### config.mk
export PLATFORM = sky130hd
export DESIGN_NAME = rdy_combiner
export DESIGN_NICKNAME = d
export VERILOG_FILES = /design/src/rtl/rdy_pkg.sv /design/src/rtl/rdy_sync.sv /design/src/rtl/rdy_qualify.sv /design/src/rtl/rdy_cycle_fsm.sv /design/src/rtl/rdy_combiner.sv
export SDC_FILE = /design/constraint.sdc
export NUM_CORES = 1
export LEC_CHECK = 0
export BUFFER_PORTS_ARGS = -buffer_cell sky130_fd_sc_hd__buf_2
export CAP_MARGIN = 10
export CORE_AREA = 3 3 40 42
export DETAILED_ROUTE_END_ITERATION = 10
export DIE_AREA = 0 0 43 45
export SYNTH_ARGS = -nofsm -noshare
export SYNTH_HDL_FRONTEND = slang
export SYNTH_SLANG_ARGS = --single-unit
### constraint.sdc
create_clock -name clk_i -period 0.9 [get_ports clk_i]
set_input_delay 0.135 -clock clk_i [delete_from_list [all_inputs] [get_ports clk_i]]
set_output_delay 0.135 -clock clk_i [all_outputs]
set_load 0.03 [all_outputs]
### src/rtl/rdy_pkg.sv
package rdy_pkg;
  typedef enum logic [1:0] {
    BUS_IDLE = 2'd0,
    BUS_SEND = 2'd1,
    BUS_CMD  = 2'd2
  } bus_state_e;
endpackage

### src/rtl/rdy_sync.sv
module rdy_sync #(
  parameter int   STAGES  = 2,
  parameter logic RST_VAL = 1'b1
) (
  input  logic clk_i,
  input  logic rst_ni,
  input  logic d_i,
  output logic q_o
);
  localparam int Depth = (STAGES < 2) ? 2 : STAGES;

  logic [Depth-1:0] stg_q;

  always_ff @(posedge clk_i or negedge rst_ni) begin
    if (!rst_ni) stg_q <= {Depth{RST_VAL}};
    else         stg_q <= {stg_q[Depth-2:0], d_i};
  end

  assign q_o = stg_q[Depth-1];
endmodule

### src/rtl/rdy_qualify.sv
module rdy_qualify #(
  parameter int SYNC_STAGES = 2
) (
  input  logic clk_i,
  input  logic rst_ni,
  input  logic srdy_ni,
  input  logic srdy_en_ni,
  input  logic ardy_ni,
  input  logic ardy_en_ni,
  output logic s_hit_o,
  output logic a_hit_o
);
  localparam int NumAsync = 2;

  logic [NumAsync-1:0] araw;
  logic [NumAsync-1:0] asyn;

  assign araw = {ardy_en_ni, ardy_ni};

  // ready and its enable share one synchronizer delay
  for (genvar i = 0; i < NumAsync; i++) begin : g_async
    rdy_sync #(
      .STAGES (SYNC_STAGES),
      .RST_VAL(1'b1)
    ) u_sync (
      .clk_i (clk_i),
      .rst_ni(rst_ni),
      .d_i   (araw[i]),
      .q_o   (asyn[i])
    );
  end

  assign s_hit_o = ~srdy_ni & ~srdy_en_ni;
  assign a_hit_o = ~|asyn;
endmodule

### src/rtl/rdy_cycle_fsm.sv
module rdy_cycle_fsm
  import rdy_pkg::*;
(
  input  logic clk_i,
  input  logic rst_ni,
  input  logic cyc_start_i,
  input  logic s_hit_i,
  input  logic a_hit_i,
  output logic in_send_o,
  output logic ready_no
);
  bus_state_e state_q, state_d;
  logic       rdy_q, rdy_d;

  always_comb begin
    state_d = state_q;
    rdy_d   = rdy_q;
    unique case (state_q)
      BUS_IDLE: begin
        rdy_d = 1'b0;
        if (cyc_start_i) begin
          state_d = BUS_SEND;
          rdy_d   = 1'b1;
        end
      end
      BUS_SEND: begin
        // async source not honoured here: no zero-wait via synchronizer
        if (s_hit_i) begin
          state_d = BUS_IDLE;
          rdy_d   = 1'b0;
        end else begin
          state_d = BUS_CMD;
        end
      end
      BUS_CMD: begin
        if (s_hit_i || a_hit_i) begin
          state_d = BUS_IDLE;
          rdy_d   = 1'b0;
        end
      end
      default: begin
        state_d = BUS_IDLE;
        rdy_d   = 1'b0;
      end
    endcase
  end

  always_ff @(posedge clk_i or negedge rst_ni) begin
    if (!rst_ni) begin
      state_q <= BUS_IDLE;
      rdy_q   <= 1'b0;
    end else begin
      state_q <= state_d;
      rdy_q   <= rdy_d;
    end
  end

  assign ready_no  = rdy_q;
  assign in_send_o = (state_q == BUS_SEND);

  p_idle_low_r1: assert property (@(posedge clk_i) disable iff (!rst_ni)
    (state_q == BUS_IDLE) |-> !rdy_q);

  p_start_r2: assert property (@(posedge clk_i) disable iff (!rst_ni)
    (state_q == BUS_IDLE && cyc_start_i) |=> (rdy_q && state_q == BUS_SEND));

  p_fall_cause_r8: assert property (@(posedge clk_i) disable iff (!rst_ni)
    $fell(rdy_q) |-> ($past(s_hit_i) || $past(a_hit_i)));

  p_no_async_zero_wait_r6: assert property (@(posedge clk_i) disable iff (!rst_ni)
    (state_q == BUS_SEND && !s_hit_i) |=> (rdy_q && state_q == BUS_CMD));

  p_wait_hold_r10: assert property (@(posedge clk_i) disable iff (!rst_ni)
    (state_q == BUS_CMD && !s_hit_i && !a_hit_i) |=> (rdy_q && state_q == BUS_CMD));
endmodule

### src/rtl/rdy_combiner.sv
module rdy_combiner #(
  parameter int SYNC_STAGES = 2
) (
  input  logic clk_i,
  input  logic rst_ni,
  input  logic cyc_start_i,
  input  logic srdy_ni,
  input  logic srdy_en_ni,
  input  logic ardy_ni,
  input  logic ardy_en_ni,
  output logic ready_no
);
  logic s_hit;
  logic a_hit;
  logic in_send;

  rdy_qualify #(
    .SYNC_STAGES(SYNC_STAGES)
  ) u_qualify (
    .clk_i     (clk_i),
    .rst_ni    (rst_ni),
    .srdy_ni   (srdy_ni),
    .srdy_en_ni(srdy_en_ni),
    .ardy_ni   (ardy_ni),
    .ardy_en_ni(ardy_en_ni),
    .s_hit_o   (s_hit),
    .a_hit_o   (a_hit)
  );

  rdy_cycle_fsm u_fsm (
    .clk_i      (clk_i),
    .rst_ni     (rst_ni),
    .cyc_start_i(cyc_start_i),
    .s_hit_i    (s_hit),
    .a_hit_i    (a_hit),
    .in_send_o  (in_send),
    .ready_no   (ready_no)
  );

  // environment rule on the async inputs at the end of the status phase
  p_async_quiet_send_r12: assert property (@(posedge clk_i) disable iff (!rst_ni)
    in_send |-> (ardy_ni || ardy_en_ni));
endmodule

## Word-level counts from Yosys, hierarchy flattened

Cells that the tools add are included.

| operators by class | value |
|---|---|
| $add $sub $neg | 0 |
| $mul | 0 |
| divide/modulo/power cells | 0 |
| $lt $le $gt $ge | 0 |
| equality and inequality tests | 5 |
| shift-type cells | 0 |
| multiplexer cells | 8 |
| bitwise gates (word level) | 3 |
| reduce and logical (&&, ||, !) cells | 6 |

Operators with widths:

| cell | number |
|---|---|
| $mux W2 | 3 |
| $pmux W2 S3 | 1 |
| $ne A2 B1 Y1 const B | 2 |
| $reduce_and A2 Y1 | 2 |
| $mux W1 | 3 |
| $pmux W1 S3 | 1 |
| $eq A2 B1 Y1 const B | 1 |
| $eq A2 B2 Y1 const B | 1 |
| $logic_not A2 Y1 | 1 |
| $ne A2 B2 Y1 const B | 1 |
| $not A1 Y1 | 2 |
| $reduce_or A2 Y1 | 1 |
| $and A1 B1 Y1 | 1 |
| $logic_not A1 Y1 | 1 |
| $logic_or A1 B1 Y1 | 1 |

| storage, ports and cells | value |
|---|---|
| bits in registers | 7 |
| bits in latches | 0 |
| memory bits (writable) | 0 |
| ROM bits | 0 |
| input bits | 7 |
| word-level logic and storage cells | 26 |
| memories kept | 0 |

## Logic depth before layout (Yosys ltp)

| logic depth | value |
|---|---|
| depth in word-level cells | 5 |
| mapped depth | 3 |
| gate-level depth less buffers | 3 |

## Cells and area by module

Synthesis repeated with hierarchy kept, for this count alone.

| second synthesis, totals | value |
|---|---|
| cells, all modules | 17 |
| area total of the unflattened synthesis | 259.0 um2 |

By module, submodules not included:

| module | times used | cells each | area an instance (um2) |
|---|---|---|---|
| rdy_cycle_fsm | 1 | 11 | 146.4 |
| rdy_sync | 2 | 2 | 52.6 |
| rdy_qualify | 1 | 2 | 7.5 |

## Worst setup path after synthesis

Ideal clock, no wire load.

| timing path | value |
|---|---|
| path type | reg2reg |
| from | reg u_fsm.state_q[1] |
| to | reg u_fsm.rdy_q, in the netlist u_fsm.ready_no |
| arrival | 0.774 ns |
| required time | 0.782 ns |
| setup slack | 0.008 ns |
| cell stages (with the launch flop) | 4 |
| path buffers | 0 |
| clock period less this slack | 0.892 ns |
| cells stage by stage | dfrtp_1 > o22ai_1 > a21oi_2 > a21o_1 |

| on the way | value |
|---|---|
| longest elaborated chain between the ends | 3 |
| elaborated cells between the ends (all ways) | 7 |
| those cells by class | eq/ne: 4; mux: 1; reduce/logical: 2 |

RTL lines:

| what | RTL line | RTL |
|---|---|---|
| start, declared | rdy_cycle_fsm.sv:12 | `bus_state_e state_q, state_d;` |
| start signal, assigned | rdy_cycle_fsm.sv:53 | `state_q <= state_d;` |
| $eq A2 B2 Y1 or $eq A2 B1 Y1 (tied branches) | -- |  |
| $ne A2 B1 Y1 (no line) | -- |  |
| $reduce_and A2 Y1 (no line) | -- |  |
| end signal, assigned | rdy_cycle_fsm.sv:54 | `rdy_q <= rdy_d;` |
| end, declared | rdy_cycle_fsm.sv:13 | `logic rdy_q, rdy_d;` |

Parallel ways exist; a longest one is shown, timed or not.
A chain may end at the register's enable or synchronous reset.

## Worst setup path in the final report

| timing path | value |
|---|---|
| from | reg u_qualify.g_async[1].u_sync.stg_q[1] |
| to | reg u_fsm.rdy_q, in the netlist u_fsm.ready_no |

| on the way | value |
|---|---|
| longest elaborated chain between the ends | 5 |

RTL lines:

| what | RTL line | RTL |
|---|---|---|
| start, declared | rdy_sync.sv:12 | `logic [Depth-1:0] stg_q;` |
| start signal, assigned | rdy_sync.sv:15 | `if (!rst_ni) stg_q <= {Depth{RST_VAL}};` |
| start signal, assigned | rdy_sync.sv:16 | `else stg_q <= {stg_q[Depth-2:0], d_i};` |
| $reduce_or A2 Y1 | rdy_qualify.sv:34 | `assign a_hit_o = ~\|asyn;` |
| $logic_not A1 Y1 | rdy_qualify.sv:34 |  |
| $logic_or A1 B1 Y1 | rdy_cycle_fsm.sv:36 | `if (s_hit_i \|\| a_hit_i) begin` |
| $ne A2 B1 Y1 (no line) | -- |  |
| $reduce_and A2 Y1 (no line) | -- |  |

Every way passes these cells.

==> results_dict.tcl <==
set metrics [dict create \
    finalCritPeriodShare_pct 100.9 \
    final_cells 43 \
    wl_um 393 \
    setup_viol 2 \
    synthSimpleGateAreaFrac_pct 3.448 \
    hold_start "cyc_start_i" \
    gr-total-overflow 0 \
    clk_latency_ns 0.25 \
    gp_congestion 0.6791 \
    p_switching_mw 0.2790 \
    synth-adder-area-share_pct 0 \
    syn-mean-instance-area_um2 18.14 \
    slew_violations 0 \
    first_pass_iters 1 \
    synth_top_family_by_area "compound AO/OA/AOI/OAI gates" \
    crit_path_end_kind "register" \
    path_clk_slew_ns 0.05 \
    cp-start-kind "register" \
    cts-buffers-inserted 3 \
    rows 13 \
    internal-power_mw 0.7238 \
    antenna_found_initial 0 \
    core_area_um2 1285 \
    p_sw_share_pct 27.82 \
    synth_nets 19 \
    hold_violations 0 \
    drt_iter0_markers 0 \
    synthArstFlopShare_pct 100.0 \
    die_w_um 43 \
    cts.sinks 7 \
    synth-edff-count 0 \
    hold_ws_ns 0.1738 \
    nFillCells 136 \
    yosysTopAreaCellShare_pct 48.28 \
    ys_seq_area_share_pct 82.76 \
    rr_worst_depth 3 \
    power.density_nw_per_um2 2822 \
    r2r-end "u_fsm.ready_no$_DFFE_PN0P_" \
    vias_per_cell 3.628 \
    synth_ff_type "dfstp_2" \
    fin_worst_skew_ns 0.001405 \
    synthMuxAreaShare_pct 0 \
    required_ns 1.09 \
    max_freq_mhz 1101 \
    setup_slack_ns -0.007934 \
    syn_inst 12 \
    die_height_um 45 \
    h-tree-depth 1 \
    vias 156 \
    ys_ff_latch 7 \
    grt_setup_unrepaired "true" \
    dp_cells 35 \
    regArea_um2 180.2 \
    die_area_um2 1935 \
    synth_area_leaders "dfstp_2 (48%), dfrtp_1 (34%), a21oi_2 (4.0%)" \
    crit_fanout 2 \
    grt_pass1_vias 195 \
    min_path_type "in -> reg" \
    ant_nets 0 \
    combPwrFrac_pct 28.2 \
    layout-area-overhead-vs-synth_pct 63.22 \
    cts_max_path_buffers 2 \
    grt_pass1_wl_um 779 \
    p_seq_share_pct 44.0 \
    cellLeakagePower_nw 0.1663 \
    worstPathArrival_ns 1.10 \
    min_to "u_fsm.state_q[0]$_DFFE_PN0P_" \
    violations "negative setup slack" \
    multi_input_area_um2 43.79 \
    timing.max_cap.violations 0 \
    drive_above_1_share_pct 64.29 \
    synth_xor_area_share_pct 0 \
    critPathKind "reg -> reg" \
    irDropWorstVdd_mv 1.301 \
    routedWlPerCell_um 9.140 \
    reg2reg_from "u_qualify.g_async[1].u_sync.stg_q[1]$_DFF_PN1_" \
    synthTopCellsByCount "dfstp_2 (4), dfrtp_1 (3)" \
    synth.largest_area_cell "dfstp_2" \
    port_buffers 7 \
    grt_max_degree 8 \
    gr-usage-all-layers_pct 6.061 \
    synth.most_common_cell "dfstp_2" \
    clkPwrFrac_pct 27.9 \
    netlist_area_um2 217.7 \
    holdPathStages 2 \
    r2r_slack_ns -0.008 \
    synth_warnings 0 \
    status "finished, violations left" \
    maxSlewHeadroom_pct 80.32 \
    num_antenna_cells 0 \
    cts_tree "yes" \
    synth_compound_area_share_pct 13.79 \
    root_buffer "clkbuf_4" \
    worst_pin_slew_ns 0.2945 \
    io_pins 8 \
    start_util_pct 16.94 \
    yosysUniqueCellTypes 7 \
    drcViolationCount 0 \
    nNetsFinal 36 \
    min_period_ns 0.9079 \
]
==> placed cells by master (no fill, tap or decap) <==
master         Yosys  final
nor3b_1            1      1
dlygate4sd3_1      0      3
buf_4              0      2
buf_2              0      6
clkbuf_1           0      1
a21oi_2            1      1
clkbuf_4           0      3
dfrtp_1            3      3
o22ai_2            0      1
buf_6              0      1
dfstp_2            4      4
a21o_1             1      1
o21bai_1           1      1
==> power by group through the flow <==
stage | Sequential, mW | Clock (mW) | Combinational, mW
finish | 0.441 | 0.279 | 0.283
global placement | 0.427 | 0 | 0.200
floorplan | 0.476 | 0 | 0.0749
CTS | 0.443 | 0.301 | 0.286
global route | 0.452 | 0.322 | 0.309
detailed placement | 0.436 | 0 | 0.207
==> how the worst max path moves through the flow <==
stage,slack [ns],startpoint,to
after floorplan,0.008,u_fsm.state_q[1]$_DFFE_PN0P_,u_fsm.ready_no$_DFFE_PN0P_
after global placement,0.004,u_qualify.g_async[0].u_sync.stg_q[1]$_DFF_PN1_,u_fsm.ready_no$_DFFE_PN0P_
after detailed placement,-0.03,u_qualify.g_async[1].u_sync.stg_q[1]$_DFF_PN1_,u_fsm.ready_no$_DFFE_PN0P_
after CTS,-0.02,u_fsm.ready_no$_DFFE_PN0P_,ready_no
after global routing,-0.08,u_fsm.state_q[0]$_DFFE_PN0P_,u_fsm.ready_no$_DFFE_PN0P_
final,-0.008,u_qualify.g_async[1].u_sync.stg_q[1]$_DFF_PN1_,u_fsm.ready_no$_DFFE_PN0P_
==> worst max-delay path: stages (launching register included) <==
cell      delay (ns)
dfstp_2         0.52
o21bai_1        0.07
a21oi_2         0.14
a21o_1          0.12
==> routing by layer <==
metal | global-route usage [%] | vias to the layer above | routed length (um)
met3 | 6.375 | 0 | 52
met5 | 0 | - | 0
met1 | 5.473 | 72 | 152
met2 | 9.281 | 10 | 188
met4 | 1.807 | 0 | 0
li1 | - | 74 | -
==> stage by stage <==
stage | worst slack (ns) | utilization, % | setup TNS, ns | power, mW | instance area (um2)
6_report | -0.007934 | 27.65 | -0.008829 | 1.003 | 355.3
4_1_cts | -0.02154 | 27.65 | -0.04147 | 1.029 | 355.3
5_1_grt | -0.07925 | 27.65 | -0.1178 | 1.084 | 355.3
2_1_floorplan | 0.007957 | - | 0 | 0.5507 | 217.7
3_3_place_gp | 0.004102 | 21.71 | 0 | 0.6272 | 279.0
3_5_place_dp | -0.02619 | 21.71 | -0.02619 | 0.6430 | 279.0
==> cells by family after synthesis <==
group | Yosys count
DFF | 7
and+or+nand+nor | 1
AOI/OAI and AO/OA | 4
==> repair_timing <==
item | in CTS | in global routing
gates cloned | 0 | 0
gates resized for setup | 3 | 0
hold buffers | 3 | 0
endpoints found under the setup margin | 2 | 2
endpoints found under the hold margin | 9 | 0
pin swaps | 2 | 0
setup buffers | 1 | 0
==> flip-flops by register name, indices dropped and copies added, names as in the netlist <==
| signal | flops |
|---|---|
| u_fsm.ready_no | 1 |
| u_fsm.state_q | 2 |
| u_qualify.g_async.u_sync.stg_q | 4 |
==> area by class of cell <==
type	instances	area share [%]
clock buffers	4	7.394
multi-input cells	5	12.32
flip-flops and latches	7	50.70
well taps	15	5.282
repair buffers	12	24.30
(Power assumes the default switching activity.)
